`config.mk`:
```
export PLATFORM = sky130hd
export DESIGN_NAME = pgtbl_walker
export DESIGN_NICKNAME = d
export VERILOG_FILES = /design/src/rtl/pgtbl_pkg.sv /design/src/rtl/pgtbl_seg_sel.sv /design/src/rtl/pgtbl_addr_gen.sv /design/src/rtl/pgtbl_walker.sv
export SDC_FILE = /design/constraint.sdc
export NUM_CORES = 1
export LEC_CHECK = 0
export BUFFER_PORTS_ARGS = -buffer_cell sky130_fd_sc_hd__buf_2
export CAP_MARGIN = 20
export CORE_AREA = 2 2 278 280
export DETAILED_ROUTE_END_ITERATION = 7
export DIE_AREA = 0 0 280 282
export GPL_TIMING_DRIVEN = 0
export SLEW_MARGIN = 15
export SYNTH_ARGS = -nofsm -noshare
export SYNTH_HDL_FRONTEND = slang
export SYNTH_SLANG_ARGS = --single-unit
```
`constraint.sdc`:
```
create_clock -name clk -period 3.19 [get_ports clk]
set_input_delay 0.638 -clock clk [delete_from_list [all_inputs] [get_ports clk]]
set_output_delay 0.638 -clock clk [all_outputs]
set_load 0.01 [all_outputs]
```
`src/rtl/pgtbl_pkg.sv`:
```
package pgtbl_pkg;
  localparam logic [2:0] ST_OK       = 3'd0;
  localparam logic [2:0] ST_MISS     = 3'd1;
  localparam logic [2:0] ST_PROT     = 3'd2;
  localparam logic [2:0] ST_NOEXEC   = 3'd3;
  localparam logic [2:0] ST_DIRECT   = 3'd4;
  localparam logic [2:0] ST_CONFLICT = 3'd5;

  localparam logic [31:0] CMP_MASK = 32'hFFFF_F07B;
  localparam logic [31:0] REF_BIT  = 32'h0000_0100;
  localparam logic [31:0] CHG_BIT  = 32'h0000_0080;

  function automatic logic pt_key(logic sup_sel, logic usr_sel, logic user);
    return (usr_sel & user) | (sup_sel & ~user);
  endfunction

  // returns {read, write}
  function automatic logic [1:0] pt_rights(logic key, logic [1:0] pp);
    if (!key) return {1'b1, (pp != 2'd3)};
    case (pp)
      2'd2:    return 2'b11;
      2'd0:    return 2'b00;
      default: return 2'b10;
    endcase
  endfunction

  function automatic logic [31:0] pt_group(logic [18:0] vsid_lo, logic [15:0] pg,
                                           logic [15:0] base, logic [8:0] msk,
                                           logic sec);
    logic [24:0] h;
    logic [24:0] m;
    h = {vsid_lo ^ {3'b000, pg}, 6'b0};
    if (sec) h = ~h & 25'h1FF_FFC0;
    m = {msk, 16'hFFC0};
    return {base, 16'h0000} | {7'h00, h & m};
  endfunction

  function automatic logic [30:0] pt_tag(logic [23:0] vsid, logic [5:0] api);
    return {vsid, 1'b0, api};
  endfunction

  function automatic logic pt_hit(logic [31:0] w0, logic [30:0] tag, logic pass);
    return w0[31] && (w0[6] == pass) && ({w0[30:7], 1'b0, w0[5:0]} == tag);
  endfunction
endpackage

```
`src/rtl/pgtbl_seg_sel.sv`:
```
module pgtbl_seg_sel import pgtbl_pkg::*; #(
  parameter int SEG_CNT = 16,
  localparam int SEG_BITS = $clog2(SEG_CNT)
) (
  input  logic [SEG_CNT*32-1:0] seg_file,
  input  logic [SEG_BITS-1:0]   seg_idx,
  input  logic                  user,
  output logic [23:0]           vsid,
  output logic                  key,
  output logic                  is_direct,
  output logic                  is_noexec
);
  logic [31:0] seg_arr [SEG_CNT];
  logic [31:0] sr;
  logic        unused_sr;

  for (genvar g = 0; g < SEG_CNT; g++) begin : g_slot
    assign seg_arr[g] = seg_file[g*32 +: 32];
  end

  assign sr        = seg_arr[seg_idx];
  assign vsid      = sr[23:0];
  assign key       = pt_key(sr[30], sr[29], user);
  assign is_direct = sr[31];
  assign is_noexec = sr[28];
  assign unused_sr = ^sr[27:24];
endmodule

```
`src/rtl/pgtbl_addr_gen.sv`:
```
module pgtbl_addr_gen import pgtbl_pkg::*; #(
  parameter int GROUP_ENTRIES = 8,
  localparam int IDX_W = $clog2(GROUP_ENTRIES)
) (
  input  logic [18:0]      vsid_lo,
  input  logic [15:0]      pg,
  input  logic [15:0]      base,
  input  logic [8:0]       msk,
  input  logic             pass,
  input  logic [IDX_W-1:0] idx,
  input  logic             word,
  output logic [31:0]      addr
);
  logic [31:0] grp;
  assign grp  = pt_group(vsid_lo, pg, base, msk, pass);
  assign addr = grp | 32'({idx, word, 2'b00});
endmodule

```
`src/rtl/pgtbl_walker.sv`:
```
module pgtbl_walker import pgtbl_pkg::*; #(
  parameter int SEG_CNT       = 16,
  parameter int GROUP_ENTRIES = 8
) (
  input  logic                  clk,
  input  logic                  rst_n,
  input  logic                  req_valid,
  input  logic [31:0]           req_ea,
  input  logic                  req_write,
  input  logic                  req_fetch,
  input  logic                  req_user,
  input  logic [SEG_CNT*32-1:0] seg_file,
  input  logic [31:0]           table_cfg,
  output logic                  mem_valid,
  input  logic                  mem_ready,
  output logic                  mem_wr,
  output logic [31:0]           mem_addr,
  output logic [31:0]           mem_wdata,
  input  logic [31:0]           mem_rdata,
  output logic                  done,
  output logic [2:0]            status,
  output logic [19:0]           ppn,
  output logic                  perm_r,
  output logic                  perm_w
);
  localparam int SEG_BITS = $clog2(SEG_CNT);
  localparam int IDX_W    = $clog2(GROUP_ENTRIES);
  localparam logic [IDX_W-1:0] LAST_IDX = IDX_W'(GROUP_ENTRIES - 1);

  typedef enum logic [2:0] {S_IDLE, S_RD0, S_RD1, S_WB, S_DONE} state_e;
  state_e state;

  logic [23:0]      vsid_q;
  logic [15:0]      pg_q, base_q;
  logic [8:0]       msk_q;
  logic             wr_q, key_q, pass_q, found_q;
  logic [IDX_W-1:0] idx_q, good_q;
  logic [31:0]      keep_q, wb_q;
  logic [2:0]       res_status;
  logic [19:0]      res_ppn;
  logic             res_r, res_w;

  logic [23:0] sel_vsid;
  logic        sel_key, sel_direct, sel_noexec;
  logic        unused_in;

  pgtbl_seg_sel #(.SEG_CNT(SEG_CNT)) u_seg (
    .seg_file(seg_file), .seg_idx(req_ea[31 -: SEG_BITS]), .user(req_user),
    .vsid(sel_vsid), .key(sel_key), .is_direct(sel_direct), .is_noexec(sel_noexec)
  );

  pgtbl_addr_gen #(.GROUP_ENTRIES(GROUP_ENTRIES)) u_addr (
    .vsid_lo(vsid_q[18:0]), .pg(pg_q), .base(base_q), .msk(msk_q), .pass(pass_q),
    .idx(state == S_WB ? good_q : idx_q), .word(state != S_RD0), .addr(mem_addr)
  );

  assign unused_in = ^{req_ea[11:0], table_cfg[15:9]};

  // Named internal events
  logic        acc_fire, w0_hit, dup_bad, scan_last, step_done, found_fin, grant;
  logic [31:0] keep_fin, upd_word;
  logic [IDX_W-1:0] good_fin;
  logic [1:0]  rights;

  assign mem_valid = (state == S_RD0) || (state == S_RD1) || (state == S_WB);
  assign mem_wr    = (state == S_WB);
  assign mem_wdata = wb_q;
  assign acc_fire  = mem_valid & mem_ready;
  assign w0_hit    = pt_hit(mem_rdata, pt_tag(vsid_q, pg_q[15:10]), pass_q);
  assign dup_bad   = found_q && (((keep_q ^ mem_rdata) & CMP_MASK) != 32'h0);
  assign scan_last = (idx_q == LAST_IDX);
  assign step_done = acc_fire && (((state == S_RD0) && !w0_hit) ||
                                  ((state == S_RD1) && !dup_bad));
  assign found_fin = found_q | (state == S_RD1);
  assign keep_fin  = ((state == S_RD1) && !found_q) ? mem_rdata : keep_q;
  assign good_fin  = found_q ? good_q : idx_q;
  assign rights    = pt_rights(key_q, keep_fin[1:0]);
  assign grant     = wr_q ? rights[0] : rights[1];
  assign upd_word  = keep_fin | REF_BIT | (wr_q ? CHG_BIT : 32'h0);

  always_ff @(posedge clk or negedge rst_n) begin
    if (!rst_n) begin
      state <= S_IDLE;
      vsid_q <= '0; pg_q <= '0; base_q <= '0; msk_q <= '0;
      wr_q <= 1'b0; key_q <= 1'b0; pass_q <= 1'b0; found_q <= 1'b0;
      idx_q <= '0; good_q <= '0; keep_q <= '0; wb_q <= '0;
      res_status <= ST_OK; res_ppn <= '0; res_r <= 1'b0; res_w <= 1'b0;
    end else begin
      case (state)
        S_IDLE: if (req_valid) begin
          vsid_q <= sel_vsid; pg_q <= req_ea[27:12];
          base_q <= table_cfg[31:16]; msk_q <= table_cfg[8:0];
          wr_q <= req_write; key_q <= sel_key;
          pass_q <= 1'b0; idx_q <= '0; found_q <= 1'b0;
          res_r <= 1'b0; res_w <= 1'b0; res_ppn <= '0;
          if (sel_direct) begin
            res_status <= ST_DIRECT; state <= S_DONE;
          end else if (req_fetch && sel_noexec) begin
            res_status <= ST_NOEXEC; state <= S_DONE;
          end else begin
            state <= S_RD0;
          end
        end
        S_RD0: if (acc_fire && w0_hit) state <= S_RD1;
        S_RD1: if (acc_fire) begin
          if (dup_bad) begin
            res_status <= ST_CONFLICT; state <= S_DONE;
          end else if (!found_q) begin
            found_q <= 1'b1; keep_q <= mem_rdata; good_q <= idx_q;
          end
        end
        S_WB: if (acc_fire) begin
          res_status <= ST_OK; state <= S_DONE;
        end
        S_DONE: state <= S_IDLE;
        default: state <= S_IDLE;
      endcase

      if (step_done) begin
        if (!scan_last) begin
          idx_q <= idx_q + 1'b1; state <= S_RD0;
        end else if (!found_fin) begin
          if (!pass_q) begin
            pass_q <= 1'b1; idx_q <= '0; state <= S_RD0;
          end else begin
            res_status <= ST_MISS; state <= S_DONE;
          end
        end else begin
          keep_q <= keep_fin; good_q <= good_fin; res_ppn <= keep_fin[31:12];
          if (!grant) begin
            res_status <= ST_PROT; state <= S_DONE;
          end else begin
            res_r <= rights[1];
            res_w <= rights[0] & upd_word[7];
            if (upd_word != keep_fin) begin
              wb_q <= upd_word; state <= S_WB;
            end else begin
              res_status <= ST_OK; state <= S_DONE;
            end
          end
        end
      end
    end
  end

  assign done   = (state == S_DONE);
  assign status = res_status;
  assign ppn    = res_ppn;
  assign perm_r = res_r;
  assign perm_w = res_w;
endmodule

```
==> results.ini, run 1 <==
[run_status]
outcome = completed

[sta]
hold_violations = 0
finalSetupTns_ns = 0
drv_slew = 0
worstMarginPinSlew_ns = 1.028
fin_crit_ns = 3.081
hold_ws_ns = 0.08479
rsz0062_at_grt = no
setup_viol = 0
fin_crit_sh_pct = 96.59
fmax_ghz = 0.3246
relSlewSlack_pct = 31.48
finalClockSkew_ns = 0.01781

[logic_synthesis]
synth_ff_type = dfrtp_1
syn_area_per_cell_sq_um = 11.89
ys_async_sr_fraction_pct = 100.0
synth-simple-area-share_pct = 10.75
synth-xor-area-share_pct = 7.020
synth_edf_count = 0
yosysWarningCount = 0
synth_top_family_by_area = multiplexers
netlist_area_sq_um = 11480
synth_compound_area_share_pct = 2.681
yosysSeqAreaShare_pct = 36.41
yosysUniqueCellTypes = 47
synthAdderAreaFrac_pct = 0.2180
syn-instance-count = 965
ys_seq_elements = 167
yosys-mux-area-fraction_pct = 38.96

[grt]
grt.overflow.total = 0
grt_max_degree = 62
grt_pass1_vias = 11273
antenna_found_initial = 84
grt_use_total_pct = 18.72
grt_pass1_wl_um = 98300

[drt]
viasPerCell = 4.240
vias = 11113
wl_per_cell_um = 28.90
drc = 0
wl_um = 75760
ant_nets = 0
first_iter_violations = 766
drt-pass1-iter-count = 5

[floorplanning]
die_area_sq_um = 78960
row_count = 101
ios = 707
core_area_sq_um = 75700
start_util_pct = 15.16
fp.dieH_um = 282
die_w_um = 280

[clock_network]
clock_latency_ns = 0.45
cts_inserted_buffers = 17
cts_num_sinks = 167
clk_pin_slew_worst_paths_ns = 0.07
clk_path_buf_depth = 2
htreeDepth = 4
cts-root-buf = clkbuf_16
post_cts.repair.setup_buffers = 0
cts_tree = done

[worst_setup_path]
critical_path_arrival_ns = 3.40
path_cells = clkbuf_1, clkbuf_1, mux2i_1, mux2i_1, inv_1, a21oi_1, nor2_1, o41ai_1
crit_fanout = 10
cp-start-kind = primary input
cp_slowest_stage_delay_ns = 0.81
crit_required_ns = 3.51
end_kind = flop
crit_type = in2reg
regToRegSetupSlack_ns = 0.25
slowest_stage = clkbuf_1

[layout]
num-fill-cells = 8236
area_growth_syn_to_layout_pct = 44.17
fin_nets = 2220
drive_gt1_share_pct = 54.86
final_util_pct = 21.86

[power_and_ir_drop]
leakage_nw = 8.012
seqPwrFrac_pct = 34.1
p_switching_mw = 4.153
p_comb_share_pct = 45.3
p_per_area_nw_per_um2 = 616.4
clock_power_share_pct = 20.6
vdd_drop_max_v = 0.0002982
p_int_mw = 6.048
p_sw_share_pct = 40.71

[run]
maxCapViolCount = 0

[place]
port_buffers = 617
dpl.hpwl_um = 67780
place.gp.congestion = 0.8974

[worst_hold_path]
hold_path_class = in2async

## worst max-delay path, delay by kind of cell
| family | cells | cell delay, ns |
|---|---|---|
| mux | 2 | 0.95 |
| buf+inv | 3 | 1.25 |
| compound gates | 2 | 0.48 |
| simple gates | 1 | 0.06 |
## power by group through the flow
stage	Clock, mW	Combinational, mW	Sequential (mW)
global placement	0	4.63	3.51
floorplan	0	2.78	3.31
finish	2.10	4.62	3.48
CTS	2.17	4.72	3.50
detailed placement	0	4.68	3.54
global route	2.24	5.05	3.58
## timing repair
item / in CTS / in global routing
pin swaps: 0 / 0
gates resized for setup: 8 / 5
hold buffers: 0 / 0
endpoints found under the setup margin: 77 / 7
## routing by layer
| layer | global-route usage, % | vias up | wire length (um) |
|---|---|---|---|
| li1 | - | 4819 | - |
| met1 | 22.20 | 5485 | 28960 |
| met2 | 31.66 | 609 | 37210 |
| met3 | 5.966 | 152 | 7270 |
| met4 | 6.801 | 48 | 2015 |
| met5 | 0 | - | 299 |
## layout by cell type, fill, tap and decap left out, types with 8 or more instances in the layout
cell / synthesis / routed
clkbuf_16: 0 / 17
o21ai_0: 8 / 8
nand4_1: 13 / 13
xnor2_1: 73 / 72
buf_4: 10 / 10
clkbuf_1: 41 / 38
nor2_1: 13 / 13
mux2i_1: 71 / 71
diode_2: 0 / 28
mux2_2: 50 / 50
inv_1: 25 / 25
nand2_1: 231 / 231
mux4_2: 138 / 138
xor2_1: 19 / 19
buf_1: 10 / 9
dfrtp_1: 167 / 167
buf_2: 16 / 632
a21o_1: 9 / 9
## flip-flops by register name, indices dropped and copies added (netlist names), 3 cells and up
name and count:
good_q 3, mem_wdata 32, vsid_q 24, state 3
base_q 16, idx_q 3, ppn 20, keep_q 32
msk_q 9, pg_q 16, status 3
## through the flow
step	setup WS [ns]	total power, mW	area (sq um)	std cells
2_1_floorplan	0.5958	6.088	11480	966
3_3_place_gp	-1.421	8.143	15790	2561
3_5_place_dp	-0.8040	8.220	15870	2564
4_1_cts	0.03250	10.39	16470	2594
5_1_grt	0.01039	10.87	16510	2606
6_report	0.1089	10.20	16550	2621
## logic make-up (layout without fill, tap and decap cells)
family / count (synthesis) / after routing
AO/OA/AOI/OAI: 43 / 43
flip-flops: 167 / 167
buffers and inverters: 103 / 752
multiplexers: 265 / 265
adder cells (fa/ha/maj): 2 / 2
AND/OR/NAND/NOR: 292 / 292
XOR/XNOR: 92 / 92
other: 1 / 30
## Yosys cell counts, types with 2 or more instances
master | count | area, sq um
a21o_1 | 9 | 67.56
a21oi_1 | 6 | 30.03
a22oi_1 | 2 | 15.01
a31oi_1 | 3 | 18.77
a32o_1 | 4 | 40.04
and2_1 | 3 | 18.77
buf_1 | 10 | 37.54
buf_2 | 16 | 80.08
buf_4 | 10 | 75.07
clkbuf_1 | 41 | 153.9
dfrtp_1 | 167 | 4179
ha_1 | 2 | 25.02
inv_1 | 25 | 93.84
mux2_2 | 50 | 563.0
mux2_4 | 6 | 90.09
mux2i_1 | 71 | 710.7
mux4_2 | 138 | 3108
nand2_1 | 231 | 867.1
nand2b_1 | 3 | 18.77
nand3_1 | 6 | 30.03
nand4_1 | 13 | 81.33
nor2_1 | 13 | 48.80
nor2b_1 | 3 | 18.77
nor3_1 | 2 | 10.01
nor3b_1 | 4 | 30.03
nor4_1 | 6 | 37.54
o21ai_0 | 8 | 40.04
o41ai_1 | 2 | 17.52
or2_2 | 3 | 18.77
xnor2_1 | 73 | 639.4
xor2_1 | 19 | 166.4
## layout make-up
| cell class | count | area (sq um) | share of cell area (%) |
|---|---|---|---|
| multi-input cells | 696 | 6893 | 41.65 |
| well taps | 978 | 1224 | 7.394 |
| flip-flops and latches | 167 | 4179 | 25.25 |
| clock buffers | 20 | 456.7 | 2.760 |
| inverters | 25 | 93.84 | 0.5671 |
| clock inverters | 11 | 111.4 | 0.6729 |
| diodes | 28 | 70.07 | 0.4234 |
| plain buffers | 76 | 356.6 | 2.155 |
| repair buffers | 620 | 3164 | 19.12 |
## path summary, 6_finish.rpt
check                                   start           end  cells past startpoint
worst max-delay path               req_ea[29]      state[2]                      8
worst min-delay path                    rst_n        ppn[3]                      1
worst max register to register      keep_q[0]        perm_w                      8
worst min register to register   mem_wdata[8]  mem_wdata[8]                      1
max in group asynchronous               rst_n      msk_q[6]                      3
min in group clk                table_cfg[27]    base_q[11]                      3
No activity file was read; power rests on OpenSTA's default activity.
==> run 2: changes to the inputs <==
--- a/config.mk
+++ b/config.mk
@@ -11,6 +11,7 @@
 export DETAILED_ROUTE_END_ITERATION = 7
 export DIE_AREA = 0 0 280 282
 export GPL_TIMING_DRIVEN = 0
+export RECOVER_POWER = 100
 export SLEW_MARGIN = 15
 export SYNTH_ARGS = -nofsm -noshare
 export SYNTH_HDL_FRONTEND = slang
==> run 2 against run 1 <==
  * The run now ends with capacitance limit, slew limit left
  * Sequential share of layout area increased by 0.22 points
  * Clock skew up 0.00051 ns
  * Final area fell by 0.85%
  * Non-clock buffer count unchanged
==> results.ini, run 2 (synthesis results as in run 1) <==
[worst_setup_path]
slowest_stage = clkbuf_1
regToRegSetupSlack_ns = 0.25  ; about the same
cp.buffers_inverters = 3  ; unchanged
end_kind = flop
critical_path_arrival_ns = 3.45  ; +0.05 ns
path_cells = clkbuf_1, clkbuf_1, mux2i_1, mux2i_1, inv_1, a21oi_1, nor2_1, o41ai_1
crit_type = in2reg
cp_slowest_stage_delay_ns = 0.82  ; about the same
crit_fanout = 10  ; unchanged
crit_required_ns = 3.50  ; about the same
cp_top_family = buffers and inverters
cp-start-kind = primary input

[run]
maxCapViolCount = 1  ; +1

[sta]
fin_crit_sh_pct = 98.42  ; +1.8 points
rsz0062_at_grt = no
hold_ws_ns = 0.3727  ; +0.2880 ns
relSlewSlack_pct = -62.94  ; -94 points
hold_violations = 0  ; unchanged
setup_viol = 0  ; unchanged
worstMarginPinSlew_ns = 2.444  ; +1.416 ns
finalClockSkew_ns = 0.01832  ; +0.0005145 ns
drv_slew = 47  ; +47
fin_crit_ns = 3.139  ; +0.05832 ns
fmax_ghz = 0.3185  ; -1.9%

[place]
port_buffers = 617  ; unchanged
dpl.hpwl_um = 67780  ; unchanged
place.gp.congestion = 0.8974  ; unchanged
dp_cells = 2564  ; unchanged

[clock_network]
cts_tree = done
clock_latency_ns = 0.45  ; about the same
post_cts.repair.setup_buffers = 0  ; unchanged
cts-root-buf = clkbuf_16
clk_path_buf_depth = 2  ; unchanged
clk_pin_slew_worst_paths_ns = 0.08  ; about the same
cts_inserted_buffers = 17  ; unchanged
htreeDepth = 4  ; unchanged
cts_num_sinks = 167  ; unchanged

[grt]
grt_pass1_vias = 11273  ; unchanged
antenna_found_initial = 84  ; unchanged
grt_use_total_pct = 18.72  ; unchanged
grt_pass1_wl_um = 98300  ; unchanged
grt_max_degree = 62  ; unchanged
grt.overflow.total = 0  ; unchanged

[layout]
drive_gt1_share_pct = 48.98  ; -5.9 points
stdcell_count = 2620  ; -0.038%
final_common_cell = buf_2
final-seq-area_sq_um = 4179  ; unchanged
fin_nets = 2220  ; unchanged
area_growth_syn_to_layout_pct = 42.94
mostFrequentLayoutCells = buf_2 (537), nand2_1 (232), dfrtp_1 (167)
num-fill-cells = 8293  ; +0.69%
multiInputGateArea_sq_um = 6868  ; -0.36%

[floorplanning]
die_w_um = 280  ; unchanged
row_count = 101  ; unchanged
die_area_sq_um = 78960  ; unchanged
fp.dieH_um = 282  ; unchanged
core_area_sq_um = 75700  ; unchanged
start_util_pct = 15.16  ; unchanged
ios = 707  ; unchanged

[drt]
first_iter_violations = 759  ; -0.91%
viasPerCell = 4.249  ; +0.22%
drt-pass1-iter-count = 7  ; +2
wl_um = 75740  ; about the same
drc = 0  ; unchanged
wl_per_cell_um = 28.91  ; about the same
ant_nets = 0  ; unchanged
vias = 11133  ; +0.18%

[power_and_ir_drop]
vdd_drop_max_v = 0.0002992  ; +0.34%
leakage_nw = 7.690  ; -4.0%
p_per_area_nw_per_um2 = 616.3  ; about the same

[run_status]
violations = capacitance limit, slew limit
outcome = finished, violations left

[worst_hold_path]
hold_path_class = in2reg

run 2: changes by cell type in the layout (fill, tap and decap cells not counted):
cell / change
nand2_2: -1
clkbuf_4: +1
diode_2: -1
buf_1: -2
clkdlybuf4s25_1: +1
nand2_1: +1
mux2_4: -6
buf_2: -95
clkbuf_1: +89
buf_8: -1
clkbuf_2: +8
buf_4: -1
mux2_1: +6
run 2: path summary, 6_finish.rpt:
path / from / end / depth (start not counted)
max reg2reg: state[0] / mem_wdata[16] / 6
min: table_cfg[27] / base_q[11] / 3
max: req_ea[29] / state[2] / 8
max in group asynchronous: rst_n / msk_q[6] / 3
min in group asynchronous: rst_n / ppn[3] / 1
min reg2reg: mem_wdata[8] / mem_wdata[8] / 1
run 2: worst reg2reg max path, cell delays in order (launching register included):
cell      delay [ns]
dfrtp_1         0.35
buf_2           0.19
nor4b_4         0.58
clkbuf_2        0.45
clkbuf_1        0.74
mux2i_1         0.38
mux2i_1         0.12
run 2: per-stage QoR:
| stage | TNS (ns) | power [mW] | area (sq um) | setup WS (ns) | utilization [%] |
|---|---|---|---|---|---|
| 3_5_place_dp | -51.29 | 8.220 | 15870 | -0.8040 | 20.97 |
| 6_report | 0 | 10.11 | 16410 | 0.05055 | 21.67 |
| 4_1_cts | 0 | 10.39 | 16470 | 0.03250 | 21.76 |
| 5_1_grt | 0 | 10.79 | 16370 | 0.01039 | 21.63 |
| 3_3_place_gp | -285.54 | 8.143 | 15790 | -1.421 | 20.86 |
| 2_1_floorplan | 0 | 6.088 | 11480 | 0.5958 | - |
run 2: repair_timing:
item | 4_1_cts | 5_1_grt
gates resized for setup | 8 | 5
hold endpoints to repair | 0 | 0
endpoints found under the setup margin | 77 | 7
hold buffers | 0 | 0
run 2: final cells by class:
class	instances	share of cell area, %
multi-input combinational	696	41.86
antenna	27	0.4118
tap	978	7.458
inverter	25	0.5720
clock buffer	20	2.783
timing repair buffer	620	18.59
sequential	167	25.47
buffer	76	2.173
clock inverter	11	0.6787
run 2: report_power, final:
group,internal [mW],switching [mW],leakage (nW)
sequential,2.82,0.667,2.11
clock,1.13,0.968,0.274
combinational,2.02,2.52,5.30
run 2: metal layers:
layer  vias up  global-route usage [%]  part of all wire, %
li1       4820                       -                    -
met1      5522                   22.20                   38
met2       592                   31.66                   49
met3       149                   5.966                  9.5
met4        50                   6.801                  2.7
met5         -                       0                 0.41
